**config.mk**
```make
export PLATFORM = sky130hd
export DESIGN_NAME = cec_tx_sequencer
export DESIGN_NICKNAME = d
export VERILOG_FILES = /design/src/rtl/cec_tx_pkg.sv /design/src/rtl/cec_msg_buffer.sv /design/src/rtl/cec_tag_gen.sv /design/src/rtl/cec_ctl_reset.sv /design/src/rtl/cec_tx_sequencer.sv
export SDC_FILE = /design/constraint.sdc
export NUM_CORES = 1
export LEC_CHECK = 0
export BUFFER_PORTS_ARGS = -buffer_cell sky130_fd_sc_hd__buf_2
export CAP_MARGIN = 0
export CORE_ASPECT_RATIO = 1.5
export CORE_MARGIN = 2
export CORE_UTILIZATION = 51
export DETAILED_ROUTE_END_ITERATION = 10
export GPL_TIMING_DRIVEN = 0
export PLACE_DENSITY = 0.72
export SLEW_MARGIN = 30
export SYNTH_ARGS = -nofsm -noshare
export SYNTH_HDL_FRONTEND = slang
export SYNTH_SLANG_ARGS = --single-unit
```
**constraint.sdc**
```tcl
create_clock -name clk -period 2.7 [get_ports clk]
set_input_delay 0.54 -clock clk [delete_from_list [all_inputs] [get_ports clk]]
set_output_delay 0.54 -clock clk [all_outputs]
set_load 0.05 [all_outputs]
```
**src/rtl/cec_tx_pkg.sv**
```systemverilog
package cec_tx_pkg;
  localparam int IRQ_W     = 4;
  localparam int MASK_W    = 3;
  localparam int IRQ_EMPTY = 0;
  localparam int IRQ_DONE  = 1;
  localparam int IRQ_NAK   = 2;
  localparam int IRQ_UNDER = 3;

  typedef enum logic [1:0] {SEQ_IDLE, SEQ_SEND, SEQ_WAIT} seq_state_e;
  typedef enum logic [1:0] {RST_OFF, RST_ZERO, RST_CLEAR, RST_RESTORE} rst_phase_e;

  typedef struct packed {
    logic start;
    logic eom;
    logic bcast;
  } tx_tag_t;
endpackage

```
**src/rtl/cec_msg_buffer.sv**
```systemverilog
module cec_msg_buffer #(
  parameter int DEPTH  = 16,
  parameter int DATA_W = 8,
  parameter int ADDR_W = 4,
  localparam int IDX_W = $clog2(DEPTH),
  localparam int LEN_W = $clog2(DEPTH + 1)
) (
  input  logic              clk,
  input  logic              rst_n,
  input  logic              busy,
  input  logic              clear_fill,
  input  logic              in_valid,
  output logic              in_ready,
  input  logic [DATA_W-1:0] in_data,
  input  logic [IDX_W-1:0]  rd_idx,
  output logic [DATA_W-1:0] rd_data,
  output logic [ADDR_W-1:0] hdr_addr
);
  logic [DATA_W-1:0] mem [DEPTH];
  logic [LEN_W-1:0]  fill;
  logic              push;

  assign in_ready = !busy && (fill < LEN_W'(DEPTH));
  assign push     = in_valid && in_ready;

  always_ff @(posedge clk or negedge rst_n) begin
    if (!rst_n)          fill <= '0;
    else if (clear_fill) fill <= '0;
    else if (push)       fill <= fill + 1'b1;
  end

  always_ff @(posedge clk) begin
    if (push) mem[fill[IDX_W-1:0]] <= in_data;
  end

  assign rd_data  = mem[rd_idx];
  assign hdr_addr = mem[0][ADDR_W-1:0];

  p_no_overflow_r1: assert property (@(posedge clk) disable iff (!rst_n)
    push |-> fill < LEN_W'(DEPTH));
  p_busy_blocks_load_r1: assert property (@(posedge clk) disable iff (!rst_n)
    busy |-> !in_ready);
endmodule

```
**src/rtl/cec_tag_gen.sv**
```systemverilog
module cec_tag_gen
  import cec_tx_pkg::*;
#(
  parameter int DEPTH  = 16,
  parameter int ADDR_W = 4,
  localparam int IDX_W = $clog2(DEPTH),
  localparam int LEN_W = $clog2(DEPTH + 1)
) (
  input  logic [IDX_W-1:0]  idx,
  input  logic [LEN_W-1:0]  len,
  input  logic [ADDR_W-1:0] hdr_addr,
  output tx_tag_t           tag
);
  logic [LEN_W-1:0] idx_ext;

  always_comb begin
    idx_ext   = LEN_W'(idx);
    tag.start = (idx == '0);
    tag.eom   = (idx_ext == len - 1'b1);
    tag.bcast = (hdr_addr == {ADDR_W{1'b1}});
  end
endmodule

```
**src/rtl/cec_ctl_reset.sv**
```systemverilog
module cec_ctl_reset
  import cec_tx_pkg::*;
#(
  parameter int CTRL_W = 32
) (
  input  logic              clk,
  input  logic              rst_n,
  input  logic              trig,
  input  logic [CTRL_W-1:0] ctrl_cfg,
  output logic [CTRL_W-1:0] ctrl_o,
  output logic              clr_all
);
  rst_phase_e        phase;
  logic [CTRL_W-1:0] saved;

  always_ff @(posedge clk or negedge rst_n) begin
    if (!rst_n) begin
      phase <= RST_OFF;
      saved <= '0;
    end else begin
      unique case (phase)
        RST_OFF: if (trig) begin
          phase <= RST_ZERO;
          saved <= ctrl_cfg;
        end
        RST_ZERO:    phase <= RST_CLEAR;
        RST_CLEAR:   phase <= RST_RESTORE;
        RST_RESTORE: phase <= RST_OFF;
        default:     phase <= RST_OFF;
      endcase
    end
  end

  always_comb begin
    clr_all = (phase == RST_CLEAR);
    unique case (phase)
      RST_ZERO, RST_CLEAR: ctrl_o = '0;
      RST_RESTORE:         ctrl_o = saved;
      default:             ctrl_o = ctrl_cfg;
    endcase
  end

  p_order_r12: assert property (@(posedge clk) disable iff (!rst_n)
    phase == RST_CLEAR |-> $past(phase) == RST_ZERO);
  p_restore_value_r12: assert property (@(posedge clk) disable iff (!rst_n)
    phase == RST_RESTORE |-> ctrl_o == $past(ctrl_cfg, 3));
  p_clear_ctrl_low_r12: assert property (@(posedge clk) disable iff (!rst_n)
    clr_all |-> ctrl_o == '0);
endmodule

```
**src/rtl/cec_tx_sequencer.sv**
```systemverilog
module cec_tx_sequencer
  import cec_tx_pkg::*;
#(
  parameter int DEPTH  = 16,
  parameter int DATA_W = 8,
  parameter int ADDR_W = 4,
  parameter int CTRL_W = 32,
  localparam int IDX_W = $clog2(DEPTH),
  localparam int LEN_W = $clog2(DEPTH + 1)
) (
  input  logic              clk,
  input  logic              rst_n,
  input  logic              in_valid,
  output logic              in_ready,
  input  logic [DATA_W-1:0] in_data,
  input  logic              start_req,
  input  logic [LEN_W-1:0]  start_len,
  output logic              busy_o,
  output logic              done_o,
  output logic              refused_o,
  output logic              err_o,
  output logic              wake_o,
  output logic              tx_valid,
  input  logic              tx_ready,
  output logic [DATA_W-1:0] tx_data,
  output logic              tx_start,
  output logic              tx_eom,
  output logic              tx_bcast,
  input  logic              frame_done,
  input  logic              frame_nak,
  input  logic              underrun,
  input  logic [CTRL_W-1:0] ctrl_cfg,
  output logic [CTRL_W-1:0] ctrl_o,
  output logic [MASK_W-1:0] irq_mask_o,
  output logic [IRQ_W-1:0]  irq_clr_o
);
  seq_state_e        state;
  logic [IDX_W-1:0]  idx;
  logic [LEN_W-1:0]  len_q;
  logic [MASK_W-1:0] mask_q;
  logic [IRQ_W-1:0]  clr_q;
  logic              done_q, refused_q, err_q, wake_q;
  logic [ADDR_W-1:0] hdr_addr;
  tx_tag_t           tag;
  logic              len_ok, start_ok, start_bad, hs, fdone, rst_trig, clr_all;

  assign busy_o    = (state != SEQ_IDLE);
  assign len_ok    = (start_len != '0) && (start_len <= LEN_W'(DEPTH));
  assign start_ok  = start_req && !busy_o && len_ok;
  assign start_bad = start_req && !busy_o && !len_ok;
  assign tx_valid  = (state == SEQ_SEND) && mask_q[IRQ_EMPTY];
  assign hs        = tx_valid && tx_ready;
  assign fdone     = frame_done && busy_o && mask_q[IRQ_DONE];
  assign rst_trig  = (fdone && frame_nak) || underrun;

  cec_msg_buffer #(.DEPTH(DEPTH), .DATA_W(DATA_W), .ADDR_W(ADDR_W)) u_buf (
    .clk(clk), .rst_n(rst_n), .busy(busy_o), .clear_fill(start_ok),
    .in_valid(in_valid), .in_ready(in_ready), .in_data(in_data),
    .rd_idx(idx), .rd_data(tx_data), .hdr_addr(hdr_addr)
  );

  cec_tag_gen #(.DEPTH(DEPTH), .ADDR_W(ADDR_W)) u_tag (
    .idx(idx), .len(len_q), .hdr_addr(hdr_addr), .tag(tag)
  );

  cec_ctl_reset #(.CTRL_W(CTRL_W)) u_rst (
    .clk(clk), .rst_n(rst_n), .trig(rst_trig), .ctrl_cfg(ctrl_cfg),
    .ctrl_o(ctrl_o), .clr_all(clr_all)
  );

  always_ff @(posedge clk or negedge rst_n) begin
    if (!rst_n) begin
      state     <= SEQ_IDLE;
      idx       <= '0;
      len_q     <= '0;
      mask_q    <= '0;
      clr_q     <= '0;
      done_q    <= 1'b0;
      refused_q <= 1'b0;
      err_q     <= 1'b0;
      wake_q    <= 1'b0;
    end else begin
      clr_q  <= '0;
      done_q <= 1'b0;
      wake_q <= underrun;
      if (start_ok) begin
        state     <= SEQ_SEND;
        idx       <= '0;
        len_q     <= start_len;
        mask_q    <= '1;
        refused_q <= 1'b0;
        err_q     <= 1'b0;
      end else if (start_bad) begin
        err_q <= 1'b1;
      end
      if (hs) begin
        clr_q[IRQ_EMPTY] <= 1'b1;
        if (tag.eom) begin
          state             <= SEQ_WAIT;
          mask_q[IRQ_EMPTY] <= 1'b0;
        end else begin
          idx <= idx + 1'b1;
        end
      end
      if (fdone) begin
        state           <= SEQ_IDLE;
        mask_q          <= '0;
        done_q          <= 1'b1;
        clr_q[IRQ_DONE] <= 1'b1;
        if (frame_nak) begin
          clr_q[IRQ_NAK] <= 1'b1;
          refused_q      <= 1'b1;
        end
      end
    end
  end

  assign tx_start   = tag.start;
  assign tx_eom     = tag.eom;
  assign tx_bcast   = tag.bcast;
  assign done_o     = done_q;
  assign refused_o  = refused_q;
  assign err_o      = err_q;
  assign wake_o     = wake_q;
  assign irq_mask_o = mask_q;
  assign irq_clr_o  = clr_q | {IRQ_W{clr_all}};

  p_hold_r4: assert property (@(posedge clk) disable iff (!rst_n)
    tx_valid && !tx_ready && !frame_done |=> tx_valid && $stable(tx_data)
      && $stable(tx_eom) && $stable(tx_start));
  p_start_once_r5: assert property (@(posedge clk) disable iff (!rst_n)
    hs && tx_start |=> !(tx_valid && tx_start));
  p_eom_last_r8: assert property (@(posedge clk) disable iff (!rst_n)
    hs && tx_eom |=> !tx_valid);
  p_empty_clear_r8: assert property (@(posedge clk) disable iff (!rst_n)
    hs |=> irq_clr_o[IRQ_EMPTY]);
  p_done_idle_r9: assert property (@(posedge clk) disable iff (!rst_n)
    done_o |-> !busy_o);
  p_err_idle_r3: assert property (@(posedge clk) disable iff (!rst_n)
    err_o |-> !busy_o);
  p_wake_r11: assert property (@(posedge clk) disable iff (!rst_n)
    underrun |=> wake_o);
  p_busy_start_r13: assert property (@(posedge clk) disable iff (!rst_n)
    busy_o && start_req && !frame_done |=> busy_o && !err_o);
endmodule

```
* After elaboration in Yosys (flattened, before gate mapping) *
Memory sizes are Yosys's and may differ from the RTL's.
Index checks and enable logic that the tools add are counted.

word-level totals
  bits of input ports = 53
  logic and storage cells = 77
  memories = 1
  RAM bits = 128
  register bits = 60

operators by class
  bitwise gates (word level) = 1
  magnitude comparators = 2
  $add $sub $neg = 3
  reduce and logical (&&, ||, !) cells = 23
  equal/unequal tests = 7
  muxes and demuxes = 27

memories
  name       depth  width  read ports  clocked after memory_dff  write ports  line                  source
  u_buf.mem  16     8      2           0                         1            cec_msg_buffer.sv:19  logic [DATA_W-1:0] mem [DEPTH];

operator list
  operator                                            number
  case mux 32 bit (2 select lines)                    1
  2-to-1 mux 1 bit                                    12
  2-to-1 mux 2 bit                                    6
  2-to-1 mux 4 bit                                    3
  logical AND 1 bit                                   11
  2-to-1 mux 5 bit                                    2
  case mux 2 bit (4 select lines)                     1
  nonzero test 2 bit                                  4
  2-to-1 mux 3 bit                                    2
  adder 5 x 1 -> 5 bit (second input constant)        1
  == test 4 x 5 -> 1 bit                              1
  <= comparator 5 bit (second input constant)         1
  less-than comparator 5 bit (second input constant)  1
  nonzero test 5 bit                                  1
  subtractor 5 x 1 -> 5 bit (second input constant)   1
  adder 4 x 1 -> 4 bit (second input constant)        1
  == test 2 x 1 -> 1 bit (second input constant)      2
  == test 2 bit (second input constant)               2
  == test 4 bit (second input constant)               1
  zero test 4 bit                                     1
  bitwise OR 3 x 4 -> 4 bit                           1
  zero test 1 bit                                     2
  zero test 2 bit                                     1
  != test 2 bit (second input constant)               1
  3 further kinds                                     3

* Logic depth before layout (Yosys ltp) *
  word-level depth = 8
  depth in mapped cells = 8
  gate-level depth less buffers = 7

* Hierarchy *
From an unflattened synthesis, not the netlist that was laid out.

second synthesis, totals
  cell total of the unflattened synthesis = 465
  area total of the unflattened synthesis = 8137.8 um2

modules (own cells, without submodules)
  module            instances  seq. area each (um2)  cells each  area an instance (um2)
  cec_msg_buffer    1          3968.8                250         5330.1
  cec_ctl_reset     1          850.8                 121         1806.7
  cec_tx_sequencer  1          475.5                 75          864.6
  cec_tag_gen       1          0.0                   19          136.4

* Worst setup path after synthesis *
Ideal clock, no wire load.

  path type = register to register
  from = register state[1]
  to = memory u_buf.mem[3][0], enable pin
  setup slack = -364 ps
  period minus slack after synthesis = 3064 ps
  required time = 2317 ps
  data arrival time = 2681 ps
  stages on the path, launching flop included = 6
  path buffers = 1
  cell sequence = dfrtp_1 > nor3_1 > and2_1 > buf_2 > nand2_1 > nor3_1

between the ends
  word-level cells in the longest chain between the ends = 6

ends and longest elaborated chain
  element                                 line                    source
  start: declaration                      cec_tx_sequencer.sv:37  seq_state_e state;
  start signal: assignment                cec_tx_sequencer.sv:73  state <= SEQ_IDLE;
  start signal: assignment                cec_tx_sequencer.sv:87  state <= SEQ_SEND;
  start signal: assignment                cec_tx_sequencer.sv:99  state <= SEQ_WAIT;
  nonzero test 2 bit                      cec_tx_sequencer.sv:47  assign busy_o = (state != SEQ_IDLE);
  zero test 1 bit                         cec_msg_buffer.sv:23    assign in_ready = !busy && (fill < LEN_W'(DEPTH));
  logical AND 1 bit                       cec_msg_buffer.sv:23
  named net in_ready                      cec_tx_sequencer.sv:14  output logic in_ready,
  logical AND 1 bit                       cec_msg_buffer.sv:24    assign push = in_valid && in_ready;
  2-to-1 mux 1 bit                        cec_msg_buffer.sv:33    if (push) mem[fill[IDX_W-1:0]] <= in_data;
  2-to-1 mux 1 bit (not written as such)  cec_msg_buffer.sv:33
  end: declaration                        cec_msg_buffer.sv:19

The timed path passes the listed nets, and every way through them passes these cells.

* Worst setup path after layout *
  from = register idx[0]
  to = output tx_data[5]

between the ends
  word-level cells in the longest chain between the ends = 1

ends and longest elaborated chain
  element                   line                     source
  start: declaration        cec_tx_sequencer.sv:38   logic [IDX_W-1:0] idx;
  start signal: assignment  cec_tx_sequencer.sv:102  idx <= idx + 1'b1;
  memory (16 x 8 bit)       -
  end: declaration          cec_tx_sequencer.sv:25   output logic [DATA_W-1:0] tx_data,

Every way passes these cells.

==> results.json <==
{
  "layout.cells.most_common": "sky130_fd_sc_hd__edfxtp_1",
  "fin_crit_ps": 2900,
  "timing.max_cap.violations": 0,
  "netlist_area_um2": 7890,
  "synth_async_sr_flop_share_pct": 31.2,
  "violations": "setup timing",
  "place_hpwl_mm": 11.9,
  "die_height_um": 156,
  "drive_above_1_share_pct": 36.0,
  "fp.coreArea_um2": 15100,
  "initial_utilization_pct": 52.1,
  "drt_iter0_markers": 378,
  "cts.htree.levels": 4,
  "gr-total-overflow": 0,
  "min-delay-path-class": "input pin to async pin",
  "n_fill_cell": 1123,
  "max-clock-path-buffers": 2,
  "yosysWarningCount": 0,
  "crit_start": "idx[0]",
  "holdWs_ps": 170,
  "worst_setup_end_kind": "output pin",
  "max_slew.worst_pin.slew_ps": 897,
  "power.ir.vdd_worst_mv": 0.750,
  "die_span_x_um": 106,
  "synth_top_flop_cell": "sky130_fd_sc_hd__edfxtp_1",
  "total_leakage_power_nw": 3.76,
  "crit_type": "flip-flop to output pin",
  "global_route_wire_length_before_repair_mm": 27.0,
  "clock_skew_ps": 5.62,
  "final_min_period_over_clock_period_pct": 107,
  "rsz_0062_raised_after_global_routing": "yes",
  "cp_required_ps": 2160,
  "worstSetupStartpointType": "flip-flop",
  "timing.fmax_mhz": 345,
  "synthesis_to_layout_area_growth_pct": 21.7,
  "maxSlewViolCount": 0,
  "via_count": 4783,
  "grt_antenna_before_repair": 0,
  "grt_start_max_net_pins": 59,
  "critical_path.max_fanout": 6,
  "clock_latency_reported_for_the_late_side_of_the_worst_skew_pair_ps": 420,
  "route.detailed.drc": 0,
  "postSynthNetCount": 567,
  "totalNegativeSetupSlack_ps": -1320,
  "fin_util_pct": 63.4,
  "setup_viol_count_final": 8,
  "rows": 55,
  "power_density_nw_per_um2": 1260,
  "drt_pass1_iterations": 4,
  "numCtsBuffers": 17,
  "postSynthRegisterBits": 186,
  "num-nets-final": 699,
  "most-common-layout-cells": "sky130_fd_sc_hd__edfxtp_1 (128), sky130_fd_sc_hd__buf_2 (99), sky130_fd_sc_hd__dfrtp_1 (57), sky130_fd_sc_hd__nand2_1 (55), sky130_fd_sc_hd__mux2_1 (33)",
  "proportion_of_synthesized_chip_area_in_sequential_cells_pct": 67.1,
  "clk_pin_slew_ps": 70,
  "diodes": 0,
  "ant_nets": 0,
  "floorplan.io_pins": 110,
  "synth_edf_count": 128,
  "tritoncts": "yes",
  "place_congestion": 0.790,
  "clock_net_sink_count": 186,
  "post_drt_wl_per_cell_um": 21.0,
  "run_status": "complete, but fails checks",
  "design.die.area_um2": 16500,
  "crit_arrival_ps": 2360,
  "number_of_global_route_vias_before_repair": 5112,
  "place.port_buffers": 109,
  "final_critical_path_setup_slack_ps": -197,
  "maxSlewHeadroom_pct": 40.0,
  "pre_cts_ws_ps": -310,
  "via_per_inst": 5.65,
  "global_routing_usage_summed_across_all_routing_layers_pct": 21.8,
  "clk_root_buffer_cell": "sky130_fd_sc_hd__clkbuf_16",
  "finalHoldViolCount": 0,
  "regToRegStartpoint": "state[1]",
  "synth.avg_cell_area_um2": 15.7,
  "routed_wirelength_mm": 17.8,
  "post_synthesis_cell_count": 503,
  "netlist-cell-type-count": 47
}
registers in the layout, indices dropped and copies added (netlist names):
signal,count
u_buf.mem,128
u_rst.saved,32
len_q,5
u_buf.fill,5
idx,4
clr_q,3
irq_mask_o,2
state,2
u_rst.phase,2
err_o,1
refused_o,1
wake_o,1
cell families after synthesis:
family          after synthesis  synth area share [%]
compound gates               64                  6.07
xor+xnor                     10                  1.11
fa+ha+maj                    11                  1.74
buf+inv                      43                  2.74
flops                       186                  67.1
mux                          68                  14.2
simple gates                121                  6.99
worst max-delay path, stage by stage (launching register included):
cell	delay, ps
sky130_fd_sc_hd__dfrtp_2	440
sky130_fd_sc_hd__buf_12	160
sky130_fd_sc_hd__clkbuf_16	150
sky130_fd_sc_hd__mux4_2	540
sky130_fd_sc_hd__a211oi_4	300
sky130_fd_sc_hd__a31oi_1	110
sky130_fd_sc_hd__buf_4	220
worst paths after layout:
kind	endpoint	slack, ps	cells past startpoint
worst min-delay path	clr_q[1]	170	1
max in group asynchronous	idx[0]	2010	1
worst max register to register	u_buf.mem[15][2]	360	5
min in group clk	wake_o	290	1
worst min register to register	refused_o	490	1
worst max-delay path	tx_data[5]	-200	6
final cells by class:
cell class	count	area, um2	share of cell area, %
flip-flops and latches	186	5300	55.1
multi-input cells	274	2520	26.3
repair buffers	115	663	6.90
clock buffers	19	433	4.51
well taps	199	249	2.59
plain buffers	28	223	2.32
clock inverters	13	166	1.73
inverters	13	50.0	0.521
cell usage after synthesis, types with 4 or more instances:
master / instances / share of area [%]
sky130_fd_sc_hd__nor3_1: 6 / 0.38
sky130_fd_sc_hd__a31oi_1: 8 / 0.63
sky130_fd_sc_hd__dfrtp_1: 58 / 18
sky130_fd_sc_hd__buf_2: 4 / 0.25
sky130_fd_sc_hd__nor2_1: 29 / 1.4
sky130_fd_sc_hd__ha_1: 11 / 1.7
sky130_fd_sc_hd__buf_6: 5 / 0.71
sky130_fd_sc_hd__edfxtp_1: 128 / 49
sky130_fd_sc_hd__o21ai_0: 9 / 0.57
sky130_fd_sc_hd__xnor2_1: 7 / 0.78
sky130_fd_sc_hd__inv_1: 10 / 0.48
sky130_fd_sc_hd__a22o_1: 23 / 2.6
sky130_fd_sc_hd__nand2_1: 56 / 2.7
sky130_fd_sc_hd__clkbuf_1: 17 / 0.81
sky130_fd_sc_hd__and2_1: 10 / 0.79
sky130_fd_sc_hd__a211oi_1: 8 / 0.76
sky130_fd_sc_hd__mux2_1: 33 / 4.7
sky130_fd_sc_hd__mux4_2: 32 / 9.1
power by group:
part	switching (mW)	total, mW	internal (mW)
Clock	1.07	2.53	1.47
Combinational	3.68	5.72	2.03
Sequential	0.300	3.86	3.56
routing by layer:
metal	part of all wire (%)	GRT usage, %	vias to the layer above
li1	-	-	2147
met1	37	24.3	2430
met2	56	40.3	173
met3	5.2	4.41	33
met4	2.5	9.27	0
met5	0	0	-
per-stage QoR:
stage                     cells  total power, mW  area, um2
after floorplan             503             7.82       7900
after global placement      811             8.93       8690
after detailed placement    811             9.07       8720
after CTS                   842             12.0       9490
after global routing        847             12.6       9600
final                       847             12.1       9600
repair_timing:
action                                  4_1_cts  5_1_grt
gates cloned                                  0        2
setup buffers                                 1        4
endpoints found under the setup margin       41       41
hold buffers                                  0        0
pin swaps                                     8        6
resized for setup                            50       19
Power figures use the tool's default switching activity.
